$ cat src/rtl/alarm_irq_pkg.sv
package alarm_irq_pkg;
    localparam int REG_W    = 8;
    localparam int OFS_W    = 3;
    localparam int OFS_IRQ  = 2;
    localparam int OFS_STAT = 3;
    localparam int NUM_LVL  = 6;   // externally supplied level alarms
    localparam int NUM_LATCH_LVL = 4; // levels that feed the interrupt latch
    localparam int NUM_IRQ  = 6;

    typedef enum logic [0:0] {
        TX_ACTIVE = 1'b0,
        TX_SILENT = 1'b1
    } tx_mon_e;

    typedef struct packed {
        logic prbs_unsync;
        logic dig_los;
        logic ana_los;
        logic fifo_near;
        logic lock_lost;
        logic rx_los;
    } lvl_t;
endpackage

$ cat src/rtl/alarm_sync.sv
module alarm_sync #(
    parameter int W = 1
) (
    input  logic         clk,
    input  logic         rst_n,
    input  logic [W-1:0] d,
    output logic [W-1:0] q
);
    logic [W-1:0] meta_q;

    always_ff @(posedge clk or negedge rst_n) begin
        if (!rst_n) begin
            meta_q <= '0;
            q      <= '0;
        end else begin
            meta_q <= d;
            q      <= meta_q;
        end
    end
endmodule

$ cat src/rtl/tx_silence_mon.sv
module tx_silence_mon
    import alarm_irq_pkg::*;
#(
    parameter int TIMEOUT = 128,
    localparam int CNT_W  = $clog2(TIMEOUT + 1)
) (
    input  logic clk,
    input  logic rst_n,
    input  logic line_s,
    output logic silent
);
    tx_mon_e    state_q, state_n;
    logic [CNT_W-1:0] cnt_q, cnt_n;
    logic       prev_q;
    logic       edge_seen;

    assign edge_seen = line_s ^ prev_q;

    // state register
    always_ff @(posedge clk or negedge rst_n) begin
        if (!rst_n) begin
            state_q <= TX_ACTIVE;
            cnt_q   <= '0;
            prev_q  <= 1'b0;
        end else begin
            state_q <= state_n;
            cnt_q   <= cnt_n;
            prev_q  <= line_s;
        end
    end

    // next state and counter
    always_comb begin
        state_n = state_q;
        cnt_n   = cnt_q;
        unique case (state_q)
            TX_ACTIVE: begin
                if (edge_seen) begin
                    cnt_n = '0;
                end else if (cnt_q == CNT_W'(TIMEOUT - 1)) begin
                    cnt_n   = CNT_W'(TIMEOUT);
                    state_n = TX_SILENT;
                end else begin
                    cnt_n = cnt_q + 1'b1;
                end
            end
            TX_SILENT: begin
                if (edge_seen) begin
                    cnt_n   = '0;
                    state_n = TX_ACTIVE;
                end
            end
            default: begin
                state_n = TX_ACTIVE;
                cnt_n   = '0;
            end
        endcase
    end

    // outputs
    always_comb begin
        silent = (state_q == TX_SILENT);
    end

    a_r8_no_wrap: assert property (@(posedge clk) disable iff (!rst_n)
        cnt_q <= CNT_W'(TIMEOUT));
    a_r8_edge_wakes: assert property (@(posedge clk) disable iff (!rst_n)
        edge_seen |=> (state_q == TX_ACTIVE && cnt_q == '0));
    a_r8_silent_full: assert property (@(posedge clk) disable iff (!rst_n)
        (state_q == TX_SILENT) |-> (cnt_q == CNT_W'(TIMEOUT)));
endmodule

$ cat src/rtl/chan_irq_regs.sv
module chan_irq_regs
    import alarm_irq_pkg::*;
(
    input  logic                     clk,
    input  logic                     rst_n,
    input  logic [NUM_LATCH_LVL-1:0] lvl,
    input  logic                     err_evt,
    input  logic                     sat_evt,
    input  logic                     clr,
    output logic [NUM_IRQ-1:0]       irq_q
);
    logic [NUM_LATCH_LVL-1:0] prev_q;
    logic [NUM_IRQ-1:0]       set_vec;
    logic [NUM_IRQ-1:0]       irq_n;

    always_comb begin
        set_vec = {sat_evt, err_evt, lvl ^ prev_q};
        irq_n   = (irq_q & ~{NUM_IRQ{clr}}) | set_vec;
    end

    always_ff @(posedge clk or negedge rst_n) begin
        if (!rst_n) begin
            prev_q <= '0;
            irq_q  <= '0;
        end else begin
            prev_q <= lvl;
            irq_q  <= irq_n;
        end
    end

    a_r5_clear_on_read: assert property (@(posedge clk) disable iff (!rst_n)
        (clr && set_vec == '0) |=> (irq_q == '0));
    a_r6_event_kept: assert property (@(posedge clk) disable iff (!rst_n)
        (set_vec != '0) |=> ((irq_q & $past(set_vec)) == $past(set_vec)));
    a_r3_hold_idle: assert property (@(posedge clk) disable iff (!rst_n)
        (!clr && set_vec == '0) |=> $stable(irq_q));
endmodule

$ cat src/rtl/alarm_irq_bank.sv
module alarm_irq_bank
    import alarm_irq_pkg::*;
#(
    parameter int NUM_CH  = 4,
    parameter int TIMEOUT = 128,
    localparam int CH_W   = (NUM_CH > 1) ? $clog2(NUM_CH) : 1,
    localparam int ADDR_W = CH_W + OFS_W
) (
    input  logic              clk,
    input  logic              rst_n,
    input  logic [NUM_CH-1:0] tx_line,
    input  logic [NUM_CH-1:0] rx_los_in,
    input  logic [NUM_CH-1:0] lock_lost_in,
    input  logic [NUM_CH-1:0] fifo_near_in,
    input  logic [NUM_CH-1:0] ana_los_in,
    input  logic [NUM_CH-1:0] dig_los_in,
    input  logic [NUM_CH-1:0] prbs_unsync_in,
    input  logic [NUM_CH-1:0] prbs_err_evt,
    input  logic [NUM_CH-1:0] prbs_sat_evt,
    input  logic              rd_stb,
    input  logic [ADDR_W-1:0] rd_addr,
    output logic [REG_W-1:0]  rd_data,
    output logic              irq
);
    logic [CH_W-1:0]    rd_ch;
    logic [OFS_W-1:0]   rd_ofs;
    logic [REG_W-1:0]   stat_reg [NUM_CH];
    logic [REG_W-1:0]   irq_reg  [NUM_CH];
    logic [NUM_CH-1:0]  clr_vec;
    logic [NUM_CH-1:0]  ch_pending;
    logic [REG_W-1:0]   rd_mux;

    assign rd_ch  = rd_addr[ADDR_W-1:OFS_W];
    assign rd_ofs = rd_addr[OFS_W-1:0];

    for (genvar c = 0; c < NUM_CH; c++) begin : g_ch
        lvl_t               lvl_raw;
        lvl_t               lvl_s;
        logic               line_s;
        logic               silent;
        logic [NUM_IRQ-1:0] irq_bits;

        assign lvl_raw = '{prbs_unsync: prbs_unsync_in[c], dig_los: dig_los_in[c],
                           ana_los: ana_los_in[c], fifo_near: fifo_near_in[c],
                           lock_lost: lock_lost_in[c], rx_los: rx_los_in[c]};

        alarm_sync #(.W(NUM_LVL + 1)) u_sync (
            .clk   (clk),
            .rst_n (rst_n),
            .d     ({lvl_raw, tx_line[c]}),
            .q     ({lvl_s, line_s})
        );

        tx_silence_mon #(.TIMEOUT(TIMEOUT)) u_txmon (
            .clk    (clk),
            .rst_n  (rst_n),
            .line_s (line_s),
            .silent (silent)
        );

        assign clr_vec[c] = rd_stb && (rd_ch == CH_W'(c)) && (rd_ofs == OFS_W'(OFS_IRQ));

        chan_irq_regs u_irq (
            .clk     (clk),
            .rst_n   (rst_n),
            .lvl     ({lvl_s.fifo_near, lvl_s.lock_lost, lvl_s.rx_los, silent}),
            .err_evt (prbs_err_evt[c]),
            .sat_evt (prbs_sat_evt[c]),
            .clr     (clr_vec[c]),
            .irq_q   (irq_bits)
        );

        assign stat_reg[c]   = {1'b0, lvl_s, silent};
        assign irq_reg[c]    = {{(REG_W - NUM_IRQ){1'b0}}, irq_bits};
        assign ch_pending[c] = |irq_bits;
    end

    assign irq = |ch_pending;

    always_comb begin
        rd_mux = '0;
        for (int c = 0; c < NUM_CH; c++) begin
            if (rd_ch == CH_W'(c)) begin
                if (rd_ofs == OFS_W'(OFS_IRQ))       rd_mux = irq_reg[c];
                else if (rd_ofs == OFS_W'(OFS_STAT)) rd_mux = stat_reg[c];
            end
        end
    end

    always_ff @(posedge clk or negedge rst_n) begin
        if (!rst_n)      rd_data <= '0;
        else if (rd_stb) rd_data <= rd_mux;
    end

    a_r1_hold_idle: assert property (@(posedge clk) disable iff (!rst_n)
        !rd_stb |=> $stable(rd_data));
    a_r2_reserved_msb: assert property (@(posedge clk) disable iff (!rst_n)
        rd_data[REG_W-1] == 1'b0);
    a_r1_one_clear: assert property (@(posedge clk) disable iff (!rst_n)
        $onehot0(clr_vec));
endmodule

$ cat config.mk
export PLATFORM = sky130hd
export DESIGN_NAME = alarm_irq_bank
export DESIGN_NICKNAME = d
export VERILOG_FILES = /design/src/rtl/alarm_irq_pkg.sv /design/src/rtl/alarm_sync.sv /design/src/rtl/tx_silence_mon.sv /design/src/rtl/chan_irq_regs.sv /design/src/rtl/alarm_irq_bank.sv
export SDC_FILE = /design/constraint.sdc
export NUM_CORES = 1
export LEC_CHECK = 0
export ABC_AREA = 1
export BUFFER_PORTS_ARGS = -buffer_cell sky130_fd_sc_hd__buf_2
export CAP_MARGIN = 15
export CORE_MARGIN = 3
export CORE_UTILIZATION = 61
export CTS_BUF_LIST = sky130_fd_sc_hd__clkbuf_4
export CTS_CLUSTER_DIAMETER = 50
export CTS_CLUSTER_SIZE = 20
export DETAILED_ROUTE_END_ITERATION = 12
export PLACE_DENSITY = 0.9
export SYNTH_ARGS = -nofsm -noshare
export SYNTH_HDL_FRONTEND = slang
export SYNTH_SLANG_ARGS = --single-unit
$ cat constraint.sdc
create_clock -name clk -period 2.5 [get_ports clk]
set_input_delay 0.5 -clock clk [delete_from_list [all_inputs] [get_ports clk]]
set_output_delay 0.5 -clock clk [all_outputs]
set_load 0.01 [all_outputs]
* Word level (Yosys, flattened, before mapping)
Cells that the tools add are included.
** Operators by class
- Add/subtract/negate cells :: 4
- Equality and inequality tests :: 13
- Muxes and demuxes :: 44
- Bitwise gates (word level) :: 24
- Reductions and logical operators :: 10
** Operator list (number)
- two-way mux 8 bit :: 22
- one-hot mux 8 bit (2 select lines) :: 4
- adder 8 x 1 -> 8 bit (second input constant) :: 4
- == test 8 x 7 -> 1 bit (second input constant) :: 4
- AND 6 bit :: 4
- inverter 6 bit :: 4
- OR 6 bit :: 4
- OR reduction 24 bit :: 1
- XOR 4 bit :: 4
- two-way mux 7 bit :: 2
- two-way mux 1 bit :: 12
- logical AND 1 bit :: 8
- != test 2 bit (second input constant) :: 4
- one-hot mux 1 bit (2 select lines) :: 4
- == test 3 x 2 -> 1 bit (second input constant) :: 2
- == test 2 bit (second input constant) :: 2
- inverter 1 bit :: 4
- XOR 1 bit :: 4
- == test 2 x 1 -> 1 bit (second input constant) :: 1
- zero test 2 bit :: 1
** Storage, ports and cells
- Flip-flop bits (word level) :: 144
- Input bits :: 44
- Output and inout port bits :: 9

* Logic depth before layout (Yosys ltp)
- Depth after elaboration :: 13
- Mapped depth :: 10
- Gate-level depth less buffers :: 9

* Modules after synthesis
A second synthesis with hierarchy kept.
** Second synthesis, totals
- Cells, all modules :: 635
- Area total of the unflattened synthesis :: 5879.4 µm²
** By module, submodules not included
- tx_silence_mon :: instances 4, cells an instance 68, area each 533.0 µm², seq. area each 250.2 µm²
- chan_irq_regs :: instances 4, cells an instance 37, area each 364.1 µm², seq. area each 250.2 µm²
- alarm_sync :: instances 4, cells an instance 14, area each 350.3 µm², seq. area each 350.3 µm²
- alarm_irq_bank :: instances 1, cells an instance 159, area each 889.6 µm², seq. area each 175.2 µm²

* Least setup slack after synthesis
No wires, ideal clock.
- Path kind :: flip-flop to output port
- From :: register g_ch[1].u_irq.irq_q[3]
- To :: output port irq
- Arrival time :: 897 ps
- Setup slack :: 1103 ps
- Cell stages (with the launch flop) :: 5
- Cell sequence :: dfrtp_1 nor4_1 nand2_1 nor2_1 nand3_1
** On the way
- Longest elaborated chain between the ends :: 1
** RTL lines
- start: declaration :: RTL line chan_irq_regs.sv:10 : output logic [NUM_IRQ-1:0] irq_q
- start signal: assignment :: RTL line chan_irq_regs.sv:27 : irq_q <= irq_n;
- OR reduction 24 bit :: RTL line alarm_irq_bank.sv:78 : assign irq = |ch_pending;
- end: declaration :: RTL line alarm_irq_bank.sv:23 : output logic irq
No other way between the ends.

* Worst setup path after layout
- From :: register g_ch[0].u_irq.irq_q[4]
- To :: output port irq
** On the way
- Longest elaborated chain between the ends :: 1
** RTL lines (RTL line)
- start: declaration :: chan_irq_regs.sv:10
- start signal: assignment :: chan_irq_regs.sv:27
- OR reduction 24 bit :: alarm_irq_bank.sv:78
No other way between the ends.

==> impl_results.md <==
- Largest net degree at the start of global routing: 57
- Status: completed
- Global route overflow: 0
- Hold path cells: 1
- Crit. End Element: output pin
- Area of the multi-input gates: 0.001823 mm²
- Worst Path Max Fanout: 3
- DRC Markers: 0
- DR iter-0 viols: 198
- Setup repair after global routing missed its margin: no
- Seq. cell area: 0.003578 mm²
- Critical path origin: g_ch[0].u_irq.irq_q[4]
- Sink Count: 143
- Share of cells above drive strength 1: 15.75%
- CP Class: reg -> out
- Vias in the first global route: 4,084
- Starting density of the core: 63.77%
- Fill cells: 623
- Dpl hpwl: 7958 µm
- PD cells: 690.1 mW/mm²
- Post-Syn Area per Cell: 10.20 µm²
- Routability cong.: 0.9552
- Register area share after synthesis: 63.41%
- Synth top area cells: dfrtp_1 63%, nand2_1 9.0%, o21ai_0 4.7%
- CP endpoint: irq
- DR WL met3: 718 µm
- First drt pass iteration count: 5
- Worst setup SP type: flop
- CTS buffer count: 17
- MaxCap Viol Count: 0
- Area Growth Syn to Fin: 12.33%
- Crit path DAT: 1.83 ns
- Final setup vio count: 0
- Die Y: 102.2 µm
- Synthesis Warnings: 0
- CTS tree: yes
- Core box area: 0.008848 mm²
- Measured slew at the worst slew-check pin: 0.5169 ns
- Synth unique cells: 28
- Clk_lat worst skew: 0.52 ns
- Via-to-Cell Ratio: 5.505
- Tmin final: 2.330 ns
- First-pass GRT wire length: 19,470 µm
- Antenna diodes: 0
- Synthesized area: 0.005643 mm²
- CP cell instances: nor4_2 -> nand2_1 -> nor2_1 -> nand3_1 -> buf_2
- Min-Delay Path Class: in -> reg
- Total I/O pin count: 53
- Routed via count: 4,090
- Final Skew: 0.01727 ns
- CTS clk-pin slew, worst paths: 0.14 ns
- Final hold viol count: 0
- Die W: 102.2 µm
- Required @ worst endpoint: 2.00 ns
- CTS Root Cell: clkbuf_4
- Post-synth top area cell: dfrtp_1
- Setup TNS: 0 ns
- Slew Limit Fails: 0
- Worst reg2reg endpoint: g_ch[3].u_txmon.cnt_q[5]
- Site row count: 34
- Max Used Layer: met4
- Max-slew headroom: 65.54%
- M1 WL: 5095 µm
- Htree depth: 4
- Routed WL: 11,290 µm
- Worst Hold Slack: 0.07426 ns
- FF-to-FF Start: g_ch[3].u_txmon.cnt_q[1]
- Crit-path slowest cell: dfrtp_1
- Full die area: 0.01044 mm²
- Initial antenna violation count: 0
- Depth of the worst register-to-register path: 6
- Nets@finish: 671
- Final ANT Viol Nets: 0
- Final period util: 93.18%
- Crit-path max cell delay: 0.46 ns
- Maximum root-to-sink buffer count: 2
- Wire length on met2: 5329 µm
- Mapped Cells: 553
- HP Start: tx_line[3]
- Yosys reg bits: 143
- Maximum operating frequency: 429.3 MHz
- R2r setup slk: 1.04 ns
- Average routed wire per standard cell: 15.19 µm
- Postcts setup bufs: 0
- Max IR drop VDD: 683.1 µV
- Syn_nets: 601
- I/O Buffers: 51
- Leak: 3.047 nW
- Share of Yosys cell area claimed by the top area cell type: 63.41%
- Global-route usage over all layers: 24.31%
-- power breakdown --
group | switching, mW | internal [mW] | total [mW]
clock network | 0.902 | 0.630 | 1.53
registers | 0.0799 | 2.43 | 2.51
logic | 0.209 | 0.123 | 0.333
total | 1.19 | 3.18 | 4.37
-- registers in the layout (all words and copies together) (netlist names) --
register,count
g_ch.u_irq.irq_q,24
g_ch.u_irq.prev_q,16
g_ch.u_sync.meta_q,28
g_ch.u_sync.q,28
g_ch.u_txmon.cnt_q,32
g_ch.u_txmon.prev_q,4
g_ch.u_txmon.silent,4
rd_data,7
-- Yosys cell counts (all sizes together) --
| cell | instances |
|---|---|
| clkinv | 1 |
| dfrtp | 143 |
| ha | 4 |
| nand2 | 140 |
| buf | 5 |
| nor3 | 4 |
| nor4 | 6 |
| nand4 | 8 |
| o22ai | 8 |
| inv | 52 |
| nand3 | 43 |
| o211ai | 1 |
| conb | 1 |
| o21bai | 8 |
| a21oi | 7 |
| xor2 | 12 |
| nor2 | 32 |
| o21ai | 54 |
| xnor2 | 24 |
-- layer usage --
metal | global-route usage (%) | up-vias
met5 | 0 | -
met4 | 8.174 | 0
met3 | 5.597 | 12
met2 | 37.58 | 148
met1 | 34.46 | 1975
li1 | - | 1955
-- critical path, delay by kind of cell (launching register included) --
family,cells,cell delay [ns]
flip-flops,1,0.46
buffers and inverters,1,0.17
AND/OR/NAND/NOR,4,0.68
-- area by class of cell --
class                   count  area share, %
inverters                  53          3.139
flip-flops and latches    143          56.45
well taps                 108          2.132
multi-input cells         352          28.76
repair buffers             56          4.757
clock buffers              17          2.013
clock inverters            14          2.744
-- how the worst min path moves through the flow --
stage                          endpoint
2_1_floorplan    g_ch[0].u_irq.irq_q[0]
3_3_place_gp        g_ch[1].u_sync.q[4]
3_5_place_dp        g_ch[0].u_sync.q[3]
4_1_cts        g_ch[1].u_sync.meta_q[3]
5_1_grt        g_ch[0].u_sync.meta_q[3]
6_report       g_ch[3].u_sync.meta_q[0]
-- layout by cell type (no fill, tap or decap), types with 2 or more instances in the layout --
master     netlist  layout
dfrtp_1        143     143
nand2_1        136     136
o21ai_0         53      53
buf_2            0      50
inv_1           48      48
nand3_1         43      43
nor2_1          27      27
xnor2_1         24      24
clkbuf_4         0      17
xor2_1          12      12
o21bai_1         8       8
nand4_1          8       8
o22ai_1          8       8
a21oi_1          7       7
nor4_1           6       5
inv_2            4       4
nor3_1           4       4
ha_1             4       4
inv_8            0       4
clkinv_4         0       4
buf_4            3       4
inv_6            0       3
nand2_4          2       2
nor2_2           2       2
nand2_2          2       2
nor2_4           2       2
bufinv_16        0       2
-- cells by family (layout without fill, tap and decap cells) --
kind of cell	after synthesis	in the layout	synth area share, %
xor gates and xnor gates	36	36	5.588
and+or+nand+nor	233	233	18.16
adders and majority gates	4	4	0.8870
AOI/OAI and AO/OA	78	78	7.494
buffers and inverters	58	140	4.390
DFF	143	143	63.41
other	1	1	0.06646
-- what timing repair did --
item | in CTS | in global routing
hold buffers | 1 | 0
setup endpoints to repair | 0 | 1
endpoints found under the hold margin | 52 | 0
resized for setup | 0 | 1
-- per-stage QoR --
stage	worst slack (ns)	power, mW	instance area, µm²	instances	utilization [%]
3_5_place_dp	0.6651	2.884	6021	711	68.04
2_1_floorplan	1.103	2.721	5643	553	-
5_1_grt	0.01643	4.571	6339	743	71.63
6_report	0.1705	4.374	6339	743	71.63
3_3_place_gp	0.6672	2.864	6021	711	68.04
4_1_cts	0.04643	4.411	6332	743	71.56
(Power assumes the default switching activity.)
